$ cat config.mk
export PLATFORM = sky130hd
export DESIGN_NAME = blk_lock_guard
export DESIGN_NICKNAME = d
export VERILOG_FILES = /design/src/rtl/lkg_pkg.sv /design/src/rtl/lkg_policy.sv /design/src/rtl/lkg_lock_bank.sv /design/src/rtl/lkg_resp.sv /design/src/rtl/blk_lock_guard.sv
export SDC_FILE = /design/constraint.sdc
export NUM_CORES = 1
export LEC_CHECK = 0
export CORE_ASPECT_RATIO = 1.4
export CORE_MARGIN = 4
export CORE_UTILIZATION = 40
export CTS_CLUSTER_DIAMETER = 150
export DETAILED_ROUTE_END_ITERATION = 16
export GPL_TIMING_DRIVEN = 1
export PLACE_DENSITY = 0.71
export SLEW_MARGIN = 20
export SYNTH_ARGS = -nofsm -noshare
export SYNTH_HDL_FRONTEND = slang
export SYNTH_SLANG_ARGS = --single-unit
$ cat constraint.sdc
create_clock -name clk -period 1.7 [get_ports clk]
set_clock_uncertainty 0.05 [all_clocks]
set_input_delay 0.34 -clock clk [delete_from_list [all_inputs] [get_ports clk]]
set_output_delay 0.34 -clock clk [all_outputs]
set_load 0.02 [all_outputs]
$ cat src/rtl/lkg_pkg.sv
package lkg_pkg;

  typedef enum logic [2:0] {
    LK_ERASE  = 3'd0,
    LK_PROG   = 3'd1,
    LK_SETBLK = 3'd2,
    LK_SETMST = 3'd3,
    LK_CLRALL = 3'd4
  } lk_op_e;

  // Permission rule for one request, given the state it depends on.
  function automatic logic permit(
    input logic [2:0] op,
    input logic       in_range,
    input logic       tgt_locked,
    input logic       master,
    input logic       hv
  );
    logic ok;
    case (op)
      LK_ERASE, LK_PROG: ok = in_range && (!tgt_locked || hv);
      LK_SETBLK:         ok = in_range && (!master || hv);
      LK_SETMST:         ok = hv;
      LK_CLRALL:         ok = !master || hv;
      default:           ok = 1'b0;
    endcase
    return ok;
  endfunction

endpackage

$ cat src/rtl/lkg_policy.sv
module lkg_policy #(
  parameter int NBLK = 12,
  parameter int IW   = 4
) (
  input  logic            req_valid,
  input  logic [2:0]      req_op,
  input  logic [IW-1:0]   req_blk,
  input  logic            hv_en,
  input  logic [NBLK-1:0] locks,
  input  logic            master,
  output logic            ok_c,
  output logic            deny_c,
  output logic            set_blk_fire,
  output logic            set_mst_fire,
  output logic            clr_fire,
  output logic [NBLK-1:0] tgt_hot
);
  import lkg_pkg::*;

  logic in_range;
  logic tgt_locked;
  logic allowed;

  assign in_range = (int'(req_blk) < NBLK);

  always_comb begin
    tgt_locked = 1'b0;
    for (int i = 0; i < NBLK; i++) begin
      if (req_blk == IW'(i)) tgt_locked = locks[i];
    end
  end

  for (genvar g = 0; g < NBLK; g++) begin : g_hot
    assign tgt_hot[g] = (req_blk == IW'(g));
  end

  assign allowed      = permit(req_op, in_range, tgt_locked, master, hv_en);
  assign ok_c         = req_valid && allowed;
  assign deny_c       = req_valid && !allowed;
  assign set_blk_fire = ok_c && (req_op == LK_SETBLK);
  assign set_mst_fire = ok_c && (req_op == LK_SETMST);
  assign clr_fire     = ok_c && (req_op == LK_CLRALL);

endmodule

$ cat src/rtl/lkg_lock_bank.sv
module lkg_lock_bank #(
  parameter int              NBLK        = 12,
  parameter logic [NBLK-1:0] LOCK_INIT   = '0,
  parameter logic            MASTER_INIT = 1'b0
) (
  input  logic            clk,
  input  logic            rst_n,
  input  logic            set_blk_fire,
  input  logic            set_mst_fire,
  input  logic            clr_fire,
  input  logic [NBLK-1:0] tgt_hot,
  output logic [NBLK-1:0] locks,
  output logic            master
);

  logic any_upd;
  assign any_upd = set_blk_fire || set_mst_fire || clr_fire;

  for (genvar g = 0; g < NBLK; g++) begin : g_bit
    logic b_q;
    always_ff @(posedge clk or negedge rst_n) begin
      if (!rst_n)                          b_q <= LOCK_INIT[g];
      else if (clr_fire)                   b_q <= 1'b0;
      else if (set_blk_fire && tgt_hot[g]) b_q <= 1'b1;
    end
    assign locks[g] = b_q;
  end

  always_ff @(posedge clk or negedge rst_n) begin
    if (!rst_n)            master <= MASTER_INIT;
    else if (set_mst_fire) master <= 1'b1;
  end

  p_hold_r7: assert property (@(posedge clk) disable iff (!rst_n)
    !any_upd |=> ($stable(locks) && $stable(master)));

  p_clear_all_r6: assert property (@(posedge clk) disable iff (!rst_n)
    clr_fire |=> (locks == '0));

  p_master_sticky_r8: assert property (@(posedge clk) disable iff (!rst_n)
    master |=> master);

  p_single_set_r4: assert property (@(posedge clk) disable iff (!rst_n)
    set_blk_fire |=> ($countones(locks & ~$past(locks)) <= 1));

endmodule

$ cat src/rtl/lkg_resp.sv
module lkg_resp (
  input  logic clk,
  input  logic rst_n,
  input  logic req_valid,
  input  logic ok_c,
  input  logic deny_c,
  output logic grant,
  output logic deny
);

  always_ff @(posedge clk or negedge rst_n) begin
    if (!rst_n) begin
      grant <= 1'b0;
      deny  <= 1'b0;
    end else begin
      grant <= ok_c;
      deny  <= deny_c;
    end
  end

  p_excl_r7: assert property (@(posedge clk) disable iff (!rst_n)
    !(grant && deny));

  p_cause_r7: assert property (@(posedge clk) disable iff (!rst_n)
    (grant || deny) |-> $past(req_valid));

  p_answer_r7: assert property (@(posedge clk) disable iff (!rst_n)
    req_valid |=> (grant || deny));

endmodule

$ cat src/rtl/blk_lock_guard.sv
module blk_lock_guard #(
  parameter int              NBLK        = 12,
  parameter logic [NBLK-1:0] LOCK_INIT   = '0,
  parameter logic            MASTER_INIT = 1'b0,
  localparam int             IW          = (NBLK > 1) ? $clog2(NBLK) + 1 : 1
) (
  input  logic            clk,
  input  logic            rst_n,
  input  logic            req_valid,
  input  logic [2:0]      req_op,
  input  logic [IW-1:0]   req_blk,
  input  logic            hv_en,
  output logic            grant,
  output logic            deny,
  output logic [NBLK-1:0] lock_vec,
  output logic            master_lock,
  input  logic [IW-1:0]   rd_blk,
  output logic            rd_locked
);
  import lkg_pkg::*;

  logic            ok_c;
  logic            deny_c;
  logic            set_blk_fire;
  logic            set_mst_fire;
  logic            clr_fire;
  logic [NBLK-1:0] tgt_hot;

  lkg_policy #(.NBLK(NBLK), .IW(IW)) u_policy (
    .req_valid    (req_valid),
    .req_op       (req_op),
    .req_blk      (req_blk),
    .hv_en        (hv_en),
    .locks        (lock_vec),
    .master       (master_lock),
    .ok_c         (ok_c),
    .deny_c       (deny_c),
    .set_blk_fire (set_blk_fire),
    .set_mst_fire (set_mst_fire),
    .clr_fire     (clr_fire),
    .tgt_hot      (tgt_hot)
  );

  lkg_lock_bank #(.NBLK(NBLK), .LOCK_INIT(LOCK_INIT), .MASTER_INIT(MASTER_INIT)) u_bank (
    .clk          (clk),
    .rst_n        (rst_n),
    .set_blk_fire (set_blk_fire),
    .set_mst_fire (set_mst_fire),
    .clr_fire     (clr_fire),
    .tgt_hot      (tgt_hot),
    .locks        (lock_vec),
    .master       (master_lock)
  );

  lkg_resp u_resp (
    .clk       (clk),
    .rst_n     (rst_n),
    .req_valid (req_valid),
    .ok_c      (ok_c),
    .deny_c    (deny_c),
    .grant     (grant),
    .deny      (deny)
  );

  // Readback mux; indices past the array read as unlocked.
  always_comb begin
    rd_locked = 1'b0;
    for (int i = 0; i < NBLK; i++) begin
      if (rd_blk == IW'(i)) rd_locked = lock_vec[i];
    end
  end

  logic wr_locked_low;
  always_comb begin
    wr_locked_low = 1'b0;
    for (int i = 0; i < NBLK; i++) begin
      if (req_blk == IW'(i) && lock_vec[i]) wr_locked_low = 1'b1;
    end
    wr_locked_low = wr_locked_low && req_valid && !hv_en &&
                    (req_op == LK_ERASE || req_op == LK_PROG);
  end

  p_locked_write_r3: assert property (@(posedge clk) disable iff (!rst_n)
    wr_locked_low |=> (deny && !grant));

  p_master_hv_r5: assert property (@(posedge clk) disable iff (!rst_n)
    (req_valid && req_op == LK_SETMST && !hv_en) |=> deny);

  p_bad_op_r9: assert property (@(posedge clk) disable iff (!rst_n)
    (req_valid && req_op > 3'd4) |=> deny);

endmodule

==> metrics.txt <==
# TYPE chip_impl_metric gauge
chip_impl_metric{name="synth_simple_gate_area_share",unit="%"} 25.80
chip_impl_metric{name="initial_core_util",unit="%"} 42.50
chip_impl_info{name="slowest_stage",value="mux4_2"} 1
chip_impl_metric{name="cellInternalPower",unit="mW"} 0.6416
chip_impl_info{name="rsz_0062_raised_after_global_routing",value="true"} 1
chip_impl_info{name="layout.cells.most_common_list",value="buf_4 (39), dlygate4sd2_1 (21), dfrtp_1 (15)"} 1
chip_impl_metric{name="wl",unit="mm"} 3.294
chip_impl_metric{name="fraction_of_power_spent_switching_nets",unit="%"} 30.68
chip_impl_metric{name="die_wd",unit="µm"} 53.02
chip_impl_metric{name="timing.final.crit_share",unit="%"} 120.4
chip_impl_metric{name="power_per_cell_area",unit="nW/µm²"} 537.2
chip_impl_info{name="synth_top_flop_cell",value="dfrtp_1"} 1
chip_impl_metric{name="final-seq-area",unit="µm²"} 375.4
chip_impl_metric{name="postRouteAntennaNets",unit=""} 0
chip_impl_metric{name="clock_latency_reported_for_the_late_side_of_the_worst_skew_pair",unit="ns"} 0.28
chip_impl_metric{name="grt_ovf",unit=""} 0
chip_impl_metric{name="number_of_global_route_vias_before_repair",unit=""} 1160
chip_impl_metric{name="multiInputGateArea",unit="µm²"} 658.1
chip_impl_metric{name="ios",unit=""} 33
chip_impl_metric{name="yosys_warnings",unit=""} 0
chip_impl_info{name="worstPathCellList",value="mux4_2, nand2_2, a21oi_2, a31oi_1, nor2_1, buf_4"} 1
chip_impl_metric{name="finalCoreUtilization",unit="%"} 64.53
chip_impl_metric{name="design.core.area",unit="µm²"} 2670
chip_impl_metric{name="synthToLayoutAreaGrowth",unit="%"} 51.82
chip_impl_metric{name="worst_hold_slack",unit="ns"} 0.3114
chip_impl_metric{name="pwr-share-clk",unit="%"} 21.8
chip_impl_metric{name="setup_total_negative_slack",unit="ns"} -0.3998
chip_impl_metric{name="cp.arrival",unit="ns"} 1.66
chip_impl_metric{name="global_route_wire_length_before_repair",unit="mm"} 5.257
chip_impl_metric{name="cts-buffers-inserted",unit=""} 3
chip_impl_info{name="endpoint_kind",value="output port"} 1
chip_impl_metric{name="cts_num_sinks",unit=""} 15
chip_impl_metric{name="synth_enable_flop_cells",unit=""} 0
chip_impl_metric{name="detail_route.first_pass.iterations",unit=""} 2
chip_impl_info{name="dominant_combinational_cell_family_by_area_after_synthesis",value="simple AND/OR/NAND/NOR gates"} 1
chip_impl_info{name="status",value="complete, but fails checks"} 1
chip_impl_metric{name="synth_xor_xnor_area_share",unit="%"} 0
chip_impl_metric{name="critical_path.max_stage_delay",unit="ns"} 0.48
chip_impl_metric{name="clk_pin_slew",unit="ns"} 0.09
chip_impl_metric{name="crit_required",unit="ns"} 1.31
chip_impl_metric{name="std_cell_rows",unit=""} 22
chip_impl_metric{name="post_synth_fa_ha_maj_area_fraction",unit="%"} 0
chip_impl_info{name="worst_setup_path_start_kind",value="flip-flop"} 1
chip_impl_metric{name="leakage",unit="nW"} 0.8335
chip_impl_metric{name="comb_power_share",unit="%"} 35.5
chip_impl_metric{name="timing_max_transition_violations_final",unit=""} 0
chip_impl_metric{name="synthMuxAreaShare",unit="%"} 8.600
chip_impl_metric{name="cp_max_fanout",unit=""} 2
chip_impl_metric{name="synth_seq_area_share",unit="%"} 33.08
chip_impl_metric{name="synth.avg_cell_area",unit="µm²"} 9.783
chip_impl_metric{name="vdd_drop_max",unit="mV"} 0.4603
chip_impl_metric{name="drt-wirelength-per-cell",unit="µm"} 15.69
chip_impl_metric{name="synth.lib_cells_used.distinct",unit=""} 37
chip_impl_metric{name="floorplan.die.height",unit="µm"} 71.02
chip_impl_info{name="min_path_type",value="input pin to asynchronous set/reset pin"} 1
chip_impl_metric{name="post_route_cells_drive_above_1_share",unit="%"} 40.23
chip_impl_info{name="mostFrequentLayoutCell",value="buf_4"} 1
chip_impl_metric{name="avgViaCountPerCell",unit=""} 5.214
chip_impl_metric{name="instances_no_fill",unit=""} 210
chip_impl_metric{name="hold_buffers",unit=""} 0
chip_impl_metric{name="vias",unit=""} 1095
chip_impl_metric{name="grt_use_total",unit="%"} 18.85
chip_impl_info{name="cts-root-buf",value="clkbuf_4"} 1
chip_impl_metric{name="setup_slack_after_layout",unit="ns"} -0.3462
chip_impl_metric{name="cts_max_path_buffers",unit=""} 2
chip_impl_metric{name="numPlacedInstances",unit=""} 203
chip_impl_metric{name="placed_cell_area",unit="µm²"} 1655
chip_impl_metric{name="die-area",unit="µm²"} 3765
chip_impl_info{name="violated_checks",value="setup timing"} 1
chip_impl_info{name="tritoncts",value="built"} 1
chip_impl_metric{name="maxSlewHeadroom",unit="%"} 74.49
chip_impl_metric{name="syn-instance-count",unit=""} 116
chip_impl_metric{name="initialDrtViolationCount",unit=""} 12
chip_impl_metric{name="synth_compound_gate_area_share",unit="%"} 19.63
chip_impl_metric{name="layout_min_cycle_time",unit="ns"} 2.046
chip_impl_metric{name="final_setup_fails",unit=""} 7
chip_impl_metric{name="hpwl_after_dpl",unit="mm"} 2.688
chip_impl_metric{name="nFillCells",unit=""} 243
chip_impl_metric{name="gp_congestion",unit=""} 0.8395
chip_impl_metric{name="post-route-drc-count",unit=""} 0
chip_impl_metric{name="final_nets",unit=""} 192
chip_impl_metric{name="async_reset_ff_share",unit="%"} 100.0
chip_impl_metric{name="clock_tree.htree_level_count",unit=""} 1
chip_impl_info{name="worstSetupPathType",value="flip-flop to output port"} 1
chip_impl_metric{name="tightestPinTransition",unit="ns"} 0.3793
chip_impl_metric{name="postSynthNetCount",unit=""} 133
chip_impl_metric{name="synth_seq_cells",unit=""} 15
chip_impl_metric{name="p_seq_share",unit="%"} 42.7
chip_impl_metric{name="portBuffers",unit=""} 32
chip_impl_metric{name="num_antenna_cells",unit=""} 0
chip_impl_metric{name="final_instance_area",unit="µm²"} 1723
chip_impl_metric{name="worstRegToRegCells",unit=""} 7
chip_impl_metric{name="cap_violations",unit=""} 0
chip_impl_metric{name="post_synth_instance_area",unit="µm²"} 1135
chip_impl_metric{name="max_clock_freq",unit="MHz"} 488.7
chip_impl_metric{name="p_sw",unit="mW"} 0.2840
chip_impl_metric{name="number_of_antenna_violations_at_the_first_check_in_global_routing",unit=""} 0
chip_impl_metric{name="grt_max_degree",unit=""} 16
chip_impl_metric{name="timing.final.hold_violations",unit=""} 0
-- layout make-up --
| cell class | instances | area share, % |
|---|---|---|
| multi-input cells | 79 | 38.20 |
| repair buffers | 71 | 34.79 |
| flip-flops and latches | 15 | 21.79 |
| well taps | 36 | 2.614 |
| clock buffers | 4 | 1.525 |
| inverters | 5 | 1.089 |
-- path summary, 6_finish.rpt --
check	start	to	slack [ns]
setup / recovery	u_bank.g_bit[11].b_q	rd_locked	-0.35
hold / removal	rst_n	u_bank.g_bit[4].b_q	0.31
setup reg to reg	u_bank.master	u_bank.g_bit[10].b_q	0
hold reg to reg	u_bank.master	u_bank.master	0.48
max in group asynchronous	rst_n	u_bank.g_bit[2].b_q	1.11
min in group clk	u_bank.master	u_bank.master	0.48
-- what timing repair did --
item	CTS	global route
gates resized for setup	37	5
setup endpoints to repair	27	15
pin swaps	10	0
setup buffers	2	1
gates cloned	1	0
-- routing by layer --
layer  GRT usage, %  vias up  routed length [µm]
met3          3.789        8                 155
met4          8.807        0                  93
met1          17.50      530                1142
met5              0        -                   0
met2          36.74       32                1902
li1               -      525                   -
-- kinds of logic after synthesis --
family,after synthesis
AOI/OAI and AO/OA,27
buffers and inverters,22
muxes,6
and+or+nand+nor,46
DFF,15
-- worst max-delay path: cells and delay by family, from the launching register on --
family	cells	cell delay (ns)
AOI/OAI and AO/OA	2	0.20
buffers and inverters	1	0.15
DFF	1	0.40
muxes	1	0.48
and+or+nand+nor	2	0.14
-- registers in the layout, indices dropped and copies added (netlist names) --
register          flops
u_bank.g_bit.b_q     12
u_bank.master         1
u_resp.deny           1
u_resp.grant          1
-- cells in the mapped netlist, types with 3 or more instances --
master	number	area share [%]
a21oi_1	3	1.3
a31oi_1	13	7.2
buf_2	3	1.3
buf_4	12	7.9
dfrtp_1	15	33
inv_1	5	1.7
mux2i_1	3	2.6
mux4_2	3	6.0
nand2_1	4	1.3
nand2b_1	6	3.3
nor2_1	8	2.6
nor2_2	10	5.5
nor2b_1	4	2.2
-- per-stage QoR --
step	power, mW	setup slack, ns
floorplan	0.5661	0.02063
global placement	0.7258	-0.9474
global route	0.9723	-0.4097
finish	0.9256	-0.3462
CTS	0.9348	-0.3347
detailed placement	0.7353	-1.011
-- power groups by stage --
stage	Combinational, mW	Sequential, mW	Clock (mW)
3_5_place_dp	0.333	0.402	0
4_1_cts	0.333	0.396	0.205
5_1_grt	0.352	0.398	0.222
3_3_place_gp	0.326	0.400	0
2_1_floorplan	0.153	0.413	0
6_report	0.329	0.395	0.202
Note: power is estimated with default switching activity, not from simulation.
